--- config.mk ---
export PLATFORM = sky130hd
export DESIGN_NAME = pxs_sequencer
export DESIGN_NICKNAME = d
export VERILOG_FILES = /design/src/rtl/pxs_pkg.sv /design/src/rtl/pxs_edge_capture.sv /design/src/rtl/pxs_fill_ctrl.sv /design/src/rtl/pxs_channel.sv /design/src/rtl/pxs_sequencer.sv
export SDC_FILE = /design/constraint.sdc
export NUM_CORES = 1
export LEC_CHECK = 0
export CAP_MARGIN = 20
export CORE_ASPECT_RATIO = 2
export CORE_UTILIZATION = 60
export CTS_BUF_LIST = sky130_fd_sc_hd__clkbuf_8
export DETAILED_ROUTE_END_ITERATION = 8
export GPL_TIMING_DRIVEN = 0
export PLACE_DENSITY = 0.87
export SLEW_MARGIN = 10
export SYNTH_ARGS = -nofsm -noshare
export SYNTH_HDL_FRONTEND = slang
export SYNTH_SLANG_ARGS = --single-unit
--- constraint.sdc ---
create_clock -name clk -period 4.9 [get_ports clk]
set_input_delay 0.735 -clock clk [delete_from_list [all_inputs] [get_ports clk]]
set_output_delay 0.735 -clock clk [all_outputs]
set_load 0.005 [all_outputs]
--- src/rtl/pxs_pkg.sv ---
// Shared types for the pixel input sequencer.
// Assumes: nothing beyond IEEE 1800-2017 packages.
package pxs_pkg;
    typedef enum logic {
        SEQ_IDLE = 1'b0,
        SEQ_FILL = 1'b1
    } seq_state_t;
endpackage

--- src/rtl/pxs_edge_capture.sv ---
// Selects the sampling edge for all pixel-bus inputs.
// A falling-edge register bank captures the inputs; the rising-edge logic
// downstream takes either the live inputs (edge_sel_i=1) or that bank (0).
// Assumes: edge_sel_i changes only while the strobes and vld_i are low.
module pxs_edge_capture #(
    parameter int DATA_W = 10
) (
    input  logic              clk,
    input  logic              rst_n,
    input  logic              edge_sel_i,
    input  logic              dir_i,
    input  logic              start_i,
    input  logic              xfer_i,
    input  logic              inv_i,
    input  logic              vld_i,
    input  logic [DATA_W-1:0] pix_i,
    output logic              dir_s,
    output logic              start_s,
    output logic              xfer_s,
    output logic              inv_s,
    output logic              vld_s,
    output logic [DATA_W-1:0] pix_s
);
    logic              dir_n, start_n, xfer_n, inv_n, vld_n;
    logic [DATA_W-1:0] pix_n;

    // Falling-edge capture of every input used in falling-edge mode.
    always_ff @(negedge clk) begin
        if (!rst_n) begin
            dir_n   <= 1'b0;
            start_n <= 1'b0;
            xfer_n  <= 1'b0;
            inv_n   <= 1'b0;
            vld_n   <= 1'b0;
            pix_n   <= '0;
        end else begin
            dir_n   <= dir_i;
            start_n <= start_i;
            xfer_n  <= xfer_i;
            inv_n   <= inv_i;
            vld_n   <= vld_i;
            pix_n   <= pix_i;
        end
    end

    // Pick the live or the falling-edge copy for the rising-edge logic.
    always_comb begin
        if (edge_sel_i) begin
            dir_s   = dir_i;
            start_s = start_i;
            xfer_s  = xfer_i;
            inv_s   = inv_i;
            vld_s   = vld_i;
            pix_s   = pix_i;
        end else begin
            dir_s   = dir_n;
            start_s = start_n;
            xfer_s  = xfer_n;
            inv_s   = inv_n;
            vld_s   = vld_n;
            pix_s   = pix_n;
        end
    end
endmodule

--- src/rtl/pxs_fill_ctrl.sv ---
// Fill sequencer: tracks how many words the current sequence has taken,
// the latched fill direction, and the sticky overflow flag; produces a
// one-hot write enable for the channel fill registers.
// Assumes: NUM_CH >= 2; all inputs already sampled on the chosen edge.
module pxs_fill_ctrl
    import pxs_pkg::*;
#(
    parameter int NUM_CH = 6
) (
    input  logic              clk,
    input  logic              rst_n,
    input  logic              start_i,
    input  logic              vld_i,
    input  logic              dir_i,
    output logic [NUM_CH-1:0] wr_en_o,
    output logic              ovf_o
);
    localparam int PTR_W = $clog2(NUM_CH + 1);
    localparam logic [PTR_W-1:0] LAST = PTR_W'(NUM_CH - 1);

    seq_state_t       state;
    logic [PTR_W-1:0] ptr;
    logic             dir_q;
    logic [PTR_W-1:0] slot;
    logic [PTR_W-1:0] idx;
    logic             accept;

    // Position in the sequence for the word on this edge.
    always_comb begin
        slot   = start_i ? '0 : ptr;
        accept = vld_i && (start_i || state == SEQ_FILL);
        if (start_i ? dir_i : dir_q)
            idx = LAST - slot;
        else
            idx = slot;
    end

    // One-hot write enable for the addressed channel.
    always_comb begin
        wr_en_o = '0;
        for (int k = 0; k < NUM_CH; k++)
            if (accept && idx == PTR_W'(k))
                wr_en_o[k] = 1'b1;
    end

    // Sequence state, count, direction and overflow update.
    always_ff @(posedge clk) begin
        if (!rst_n) begin
            state <= SEQ_IDLE;
            ptr   <= '0;
            dir_q <= 1'b0;
            ovf_o <= 1'b0;
        end else if (start_i) begin
            dir_q <= dir_i;
            ovf_o <= 1'b0;
            state <= SEQ_FILL;
            ptr   <= vld_i ? PTR_W'(1) : '0;
        end else if (vld_i) begin
            if (state == SEQ_FILL) begin
                if (ptr == LAST) begin
                    state <= SEQ_IDLE;
                    ptr   <= '0;
                end else begin
                    ptr <= ptr + 1'b1;
                end
            end else begin
                ovf_o <= 1'b1;
            end
        end
    end


    wr_onehot_chk: assert property (@(posedge clk) disable iff (!rst_n)
        $onehot0(wr_en_o));


    ovf_cause_chk: assert property (@(posedge clk) disable iff (!rst_n)
        $rose(ovf_o) |-> $past(vld_i && !start_i && state == SEQ_IDLE));


    ptr_range_chk: assert property (@(posedge clk) disable iff (!rst_n)
        ptr <= LAST);


    start_clr_chk: assert property (@(posedge clk) disable iff (!rst_n)
        start_i |=> !ovf_o);
endmodule

--- src/rtl/pxs_channel.sv ---
// One double-buffered channel: a fill register written by the sequencer
// and a hold register loaded from it on a copy strobe.
// Assumes: wr_en_i and xfer_i are sampled on the chosen edge.
module pxs_channel #(
    parameter int DATA_W = 10
) (
    input  logic              clk,
    input  logic              rst_n,
    input  logic              wr_en_i,
    input  logic              xfer_i,
    input  logic [DATA_W-1:0] pix_i,
    output logic [DATA_W-1:0] hold_o
);
    logic [DATA_W-1:0] fill_q;

    // Fill register: collects the word addressed to this channel.
    always_ff @(posedge clk) begin
        if (!rst_n)
            fill_q <= '0;
        else if (wr_en_i)
            fill_q <= pix_i;
    end

    // Hold register: takes the fill value as it was before this edge.
    always_ff @(posedge clk) begin
        if (!rst_n)
            hold_o <= '0;
        else if (xfer_i)
            hold_o <= fill_q;
    end


    hold_stable_chk: assert property (@(posedge clk) disable iff (!rst_n)
        !xfer_i |=> $stable(hold_o));


    hold_prior_chk: assert property (@(posedge clk) disable iff (!rst_n)
        xfer_i |=> hold_o == $past(fill_q));
endmodule

--- src/rtl/pxs_sequencer.sv ---
// Top of the decimating six-channel pixel input sequencer: edge selection,
// fill sequencing, per-channel double buffers and the polarity flag.
// Assumes: one pixel word per sampling edge at most; edge_sel_i changed
// only while the bus is quiet.
module pxs_sequencer #(
    parameter int DATA_W = 10,
    parameter int NUM_CH = 6
) (
    input  logic                     clk,
    input  logic                     rst_n,
    input  logic                     edge_sel_i,
    input  logic                     dir_i,
    input  logic                     start_i,
    input  logic                     xfer_i,
    input  logic                     inv_i,
    input  logic                     vld_i,
    input  logic [DATA_W-1:0]        pix_i,
    output logic [NUM_CH*DATA_W-1:0] chan_o,
    output logic                     pol_o,
    output logic                     ovf_o
);
    logic              dir_s, start_s, xfer_s, inv_s, vld_s;
    logic [DATA_W-1:0] pix_s;
    logic [NUM_CH-1:0] wr_en;

    pxs_edge_capture #(.DATA_W(DATA_W)) u_cap (
        .clk        (clk),
        .rst_n      (rst_n),
        .edge_sel_i (edge_sel_i),
        .dir_i      (dir_i),
        .start_i    (start_i),
        .xfer_i     (xfer_i),
        .inv_i      (inv_i),
        .vld_i      (vld_i),
        .pix_i      (pix_i),
        .dir_s      (dir_s),
        .start_s    (start_s),
        .xfer_s     (xfer_s),
        .inv_s      (inv_s),
        .vld_s      (vld_s),
        .pix_s      (pix_s)
    );

    pxs_fill_ctrl #(.NUM_CH(NUM_CH)) u_ctrl (
        .clk     (clk),
        .rst_n   (rst_n),
        .start_i (start_s),
        .vld_i   (vld_s),
        .dir_i   (dir_s),
        .wr_en_o (wr_en),
        .ovf_o   (ovf_o)
    );

    for (genvar k = 0; k < NUM_CH; k++) begin : g_ch
        pxs_channel #(.DATA_W(DATA_W)) u_ch (
            .clk     (clk),
            .rst_n   (rst_n),
            .wr_en_i (wr_en[k]),
            .xfer_i  (xfer_s),
            .pix_i   (pix_s),
            .hold_o  (chan_o[k*DATA_W +: DATA_W])
        );
    end

    // Polarity flag follows the held words and moves only on a copy.
    always_ff @(posedge clk) begin
        if (!rst_n)
            pol_o <= 1'b0;
        else if (xfer_s)
            pol_o <= inv_s;
    end


    pol_hold_chk: assert property (@(posedge clk) disable iff (!rst_n)
        !xfer_s |=> $stable(pol_o));
endmodule

# After elaboration in Yosys (flattened, before gate mapping)
# Cells that the tools add are included.
totals:
  ff_bits: 142
  in_bits: 18
  out_inout_bits: 62
  word_cells: 71
op_classes:
  addsub: 2
  eq_ne: 6
  muxes: 24
  bitwise_logic: 2
  n_reduce_logical: 14
op_table:
  columns: ["operator", "count"]
  rows:
  - ["3-bit two-way mux", 6]
  - ["1-bit two-way mux", 17]
  - ["10-bit two-way mux", 1]
  - ["3-bit == test (second input constant)", 3]
  - ["1-bit logical AND", 7]
  - ["3-bit by 2-bit == test with 1-bit output (second input constant)", 2]
  - ["2-bit AND reduction", 2]
  - ["2-bit nonzero test", 2]
  - ["3-bit by 1-bit adder with 3-bit output (second input constant)", 1]
  - ["3-bit by 1-bit == test with 1-bit output (second input constant)", 1]
  - ["3-bit zero test", 1]
  - ["3-bit subtractor (first input constant)", 1]
  - ["1-bit inverter", 2]
  - ["2-bit OR reduction", 1]
  - ["1-bit logical OR", 1]

# Logic depth before layout (Yosys ltp)
logic_depth:
  depth_word: 7
  mapped_depth: 7
  mapped_depth_nobuf: 5

# By module
# Synthesis repeated with hierarchy kept, for this count alone.
unflattened:
  hier_cells: 483
  hier_area_um2: 5601.6
by_module_without_submodules:
  columns: ["mod", "instances", "cells_per_inst", "area_per_inst_um2", "seq_area_each_um2"]
  rows:
  - ["pxs_channel", 6, 64, 755.7, 400.4]
  - ["pxs_edge_capture", 1, 49, 639.4, 300.3]
  - ["pxs_fill_ctrl", 1, 47, 391.6, 120.1]
  - ["pxs_sequencer", 1, 3, 36.3, 20.0]

==> flow_summary.ini <==
[power]
power_leakage_nw = 2.49
p_per_area_mw_per_mm2 = 349
ir_worst_vdd_uv = 304
power_mw = 2.32

[die]
die-area_mm2 = 0.00924
io_pins = 80
coreArea_mm2 = 0.00859
dieHeight_um = 135
start_util = 0.617
core.rowCount = 48
die_width_um = 68.5

[yosys]
synth_edf_count = 0
syn_area_mm2 = 0.00530
synth_cell_types = 37
ys_ff_latch = 142
postSynth.asyncResetShare = 0
synth_largest_area_cell = dfxtp_1
syn_inst = 551
avgSynthCellArea_um2 = 9.62
yosys_warnings = 0
ys.flop_type = dfxtp_1
synth.yosys.seq_area_share = 0.536
synth_area_leaders = dfxtp_1 (54%), nand2_1 (13%), a21boi_0 (8.6%), mux2i_1 (8.5%), o2bb2ai_1 (3.3%)
yosys.area.top_type_share = 0.536
syn-num-nets = 569

[layout]
layout_commonest_cell = nand2_1
seq_area_mm2 = 0.00284
utilization = 0.773
area_delta_synth_final_pct = 25.3
layout_common_cells = nand2_1 (177), dfxtp_1 (142), clkdlybuf4s50_1 (78), a21boi_0 (61), mux2i_1 (45)
fill_cells = 618
drive_gt1_frac = 0.0844
nNetsFinal = 680
n_antenna_cell = 0
multi_input_area_mm2 = 0.00227

[clocking]
cts.sinks = 142
postCtsHoldBufs = 0
h-tree-depth = 4
insertion_delay_ns = 0.46
cts-root-buf = clkbuf_8
ctsResizeCount = 0
cts_max_path_buffers = 2
clkTransAtPathRegs_ns = 0.07
cts_tree = built
cts_buffers = 17
cts_setup_buffers = 0

[critical_path]
reg2reg_depth = 4
critical_path.most_common_cell = clkbuf_1
arrival_ns = 2.49
crit_fanout = 10
worstPathRequired_ns = 2.84
path_cells = clkdlybuf4s50_1, clkbuf_1, clkbuf_1, and2_1
cp_num_buf_inv = 3
r2r_end = g_ch[2].u_ch.hold_o[9]
r2r_slack_ns = 0.68
rr_startpoint = u_cap.xfer_n
crit_family = buffers and inverters
cp-start-kind = input port
crit_slowest_cell = clkdlybuf4s50_1
cpPeakStageDelay_ns = 0.63
crit_type = input port to flip-flop
worstSetupEndpointType = flip-flop

[worst_hold_path]
hold_path_startpoint = g_ch[4].u_ch.hold_o[6]
min_path_type = flip-flop to flip-flop
holdPathStages = 2
min_to = g_ch[4].u_ch.hold_o[6]

[grt]
antenna_found_initial = 0
grt_usage = 0.298
grt_pass1_wl_um = 19900
grt_pass1_vias = 4281
grt_max_degree = 17
overflow = 0

[routing]
final_antenna_net_count = 0
vias_per_cell = 5.51
num_vias = 4271
wirelength_um = 12900
detail_route.iter0.violations = 212
drc_errors = 0
first_pass_iters = 5
wire_per_inst_um = 16.7

[run]
cap_violations = 0

[place]
hpwl_um = 8890
place.gp.congestion = 0.851
port_buffers = 78

[status]
outcome = completed

[timing]
finalHoldViolCount = 0
setup_violations = 0
slew_viol_final = 0
slew_headroom = 0.456
rsz0062_at_grt = no
clock_skew_ns = 0.0200
worst_pin_slew_ns = 0.793
-- sequential cells by signal (all words and copies together), names as in the netlist, 3 cells and up --
name	cells
g_ch.u_ch.fill_q	60
g_ch.u_ch.hold_o	60
u_cap.pix_n	10
u_ctrl.ptr	3
-- cells in the mapped netlist (all sizes together), types with 2 or more instances --
cell type / n
buf: 13
or3: 2
a21oi: 6
mux2: 12
inv: 2
mux2i: 47
nand2: 178
o2bb2ai: 20
a21boi: 61
or2: 2
nor2b: 2
o21a: 2
dfxtp: 142
o21ai: 2
nand2b: 4
clkbuf: 24
and2: 16
nor2: 5
a21o: 2
-- per-layer routing --
layer,GRT usage,vias up,part of all wire
met1,0.313,2027,0.38
met2,0.505,147,0.52
met4,0.192,0,0.043
met3,0.0701,51,0.051
met5,0,-,0
li1,-,2046,-
-- cell families after synthesis --
| logic type | after synthesis | synth area share |
|---|---|---|
| flip-flops | 142 | 0.536 |
| multiplexers | 59 | 0.118 |
| AO/OA/AOI/OAI | 97 | 0.140 |
| AND/OR/NAND/NOR | 214 | 0.170 |
| buffers and inverters | 39 | 0.0359 |
-- worst max-delay path by stage --
| stage | start | endpoint | slack [ns] | cells past startpoint |
|---|---|---|---|---|
| final | rst_n | u_cap.pix_n[9] | 0.35 | 4 |
| after global routing | rst_n | u_cap.pix_n[9] | 0.30 | 4 |
| after CTS | rst_n | u_cap.pix_n[9] | 0.39 | 4 |
| after detailed placement | rst_n | u_cap.pix_n[9] | -0.06 | 4 |
| after global placement | rst_n | u_cap.pix_n[9] | -0.05 | 4 |
| after floorplan | u_cap.start_n | g_ch[0].u_ch.fill_q[0] | 0.94 | 5 |
-- worst reg2reg max path: cells and delay by family, from the launching register on --
| family | cells | cell delay [ns] |
|---|---|---|
| AND/OR/NAND/NOR | 1 | 0.13 |
| multiplexers | 1 | 0.60 |
| flip-flops | 1 | 0.30 |
| AO/OA/AOI/OAI | 1 | 0.20 |
| buffers and inverters | 1 | 0.44 |
-- area by class of cell --
type,count,share of cell area
Clock buffer,17,0.0352
Sequential cell,142,0.428
Timing Repair Buffer,78,0.118
Multi-Input combinational cell,370,0.341
Inverter,1,0.000565
Buffer,37,0.0275
Clock inverter,30,0.0309
Tap cell,100,0.0188
-- through the flow --
step / instances / TNS [ns] / setup WS [ns] / hold WS, ns / area (um^2)
2_1_floorplan: 551 / 0 / 0.942 / 0.432 / 5300
3_3_place_gp: 729 / -0.0515 / -0.0515 / 0.447 / 6210
3_5_place_dp: 729 / -0.0551 / -0.0551 / 0.448 / 6210
4_1_cts: 775 / 0 / 0.388 / 0.467 / 6640
5_1_grt: 775 / 0 / 0.303 / 0.486 / 6640
6_report: 775 / 0 / 0.346 / 0.463 / 6640
-- power breakdown --
part | switching [mW] | internal (mW)
Combinational | 0.0992 | 0.0651
Sequential | 0.0100 | 1.17
Clock | 0.466 | 0.504
No activity file was read; power rests on OpenSTA's default activity.
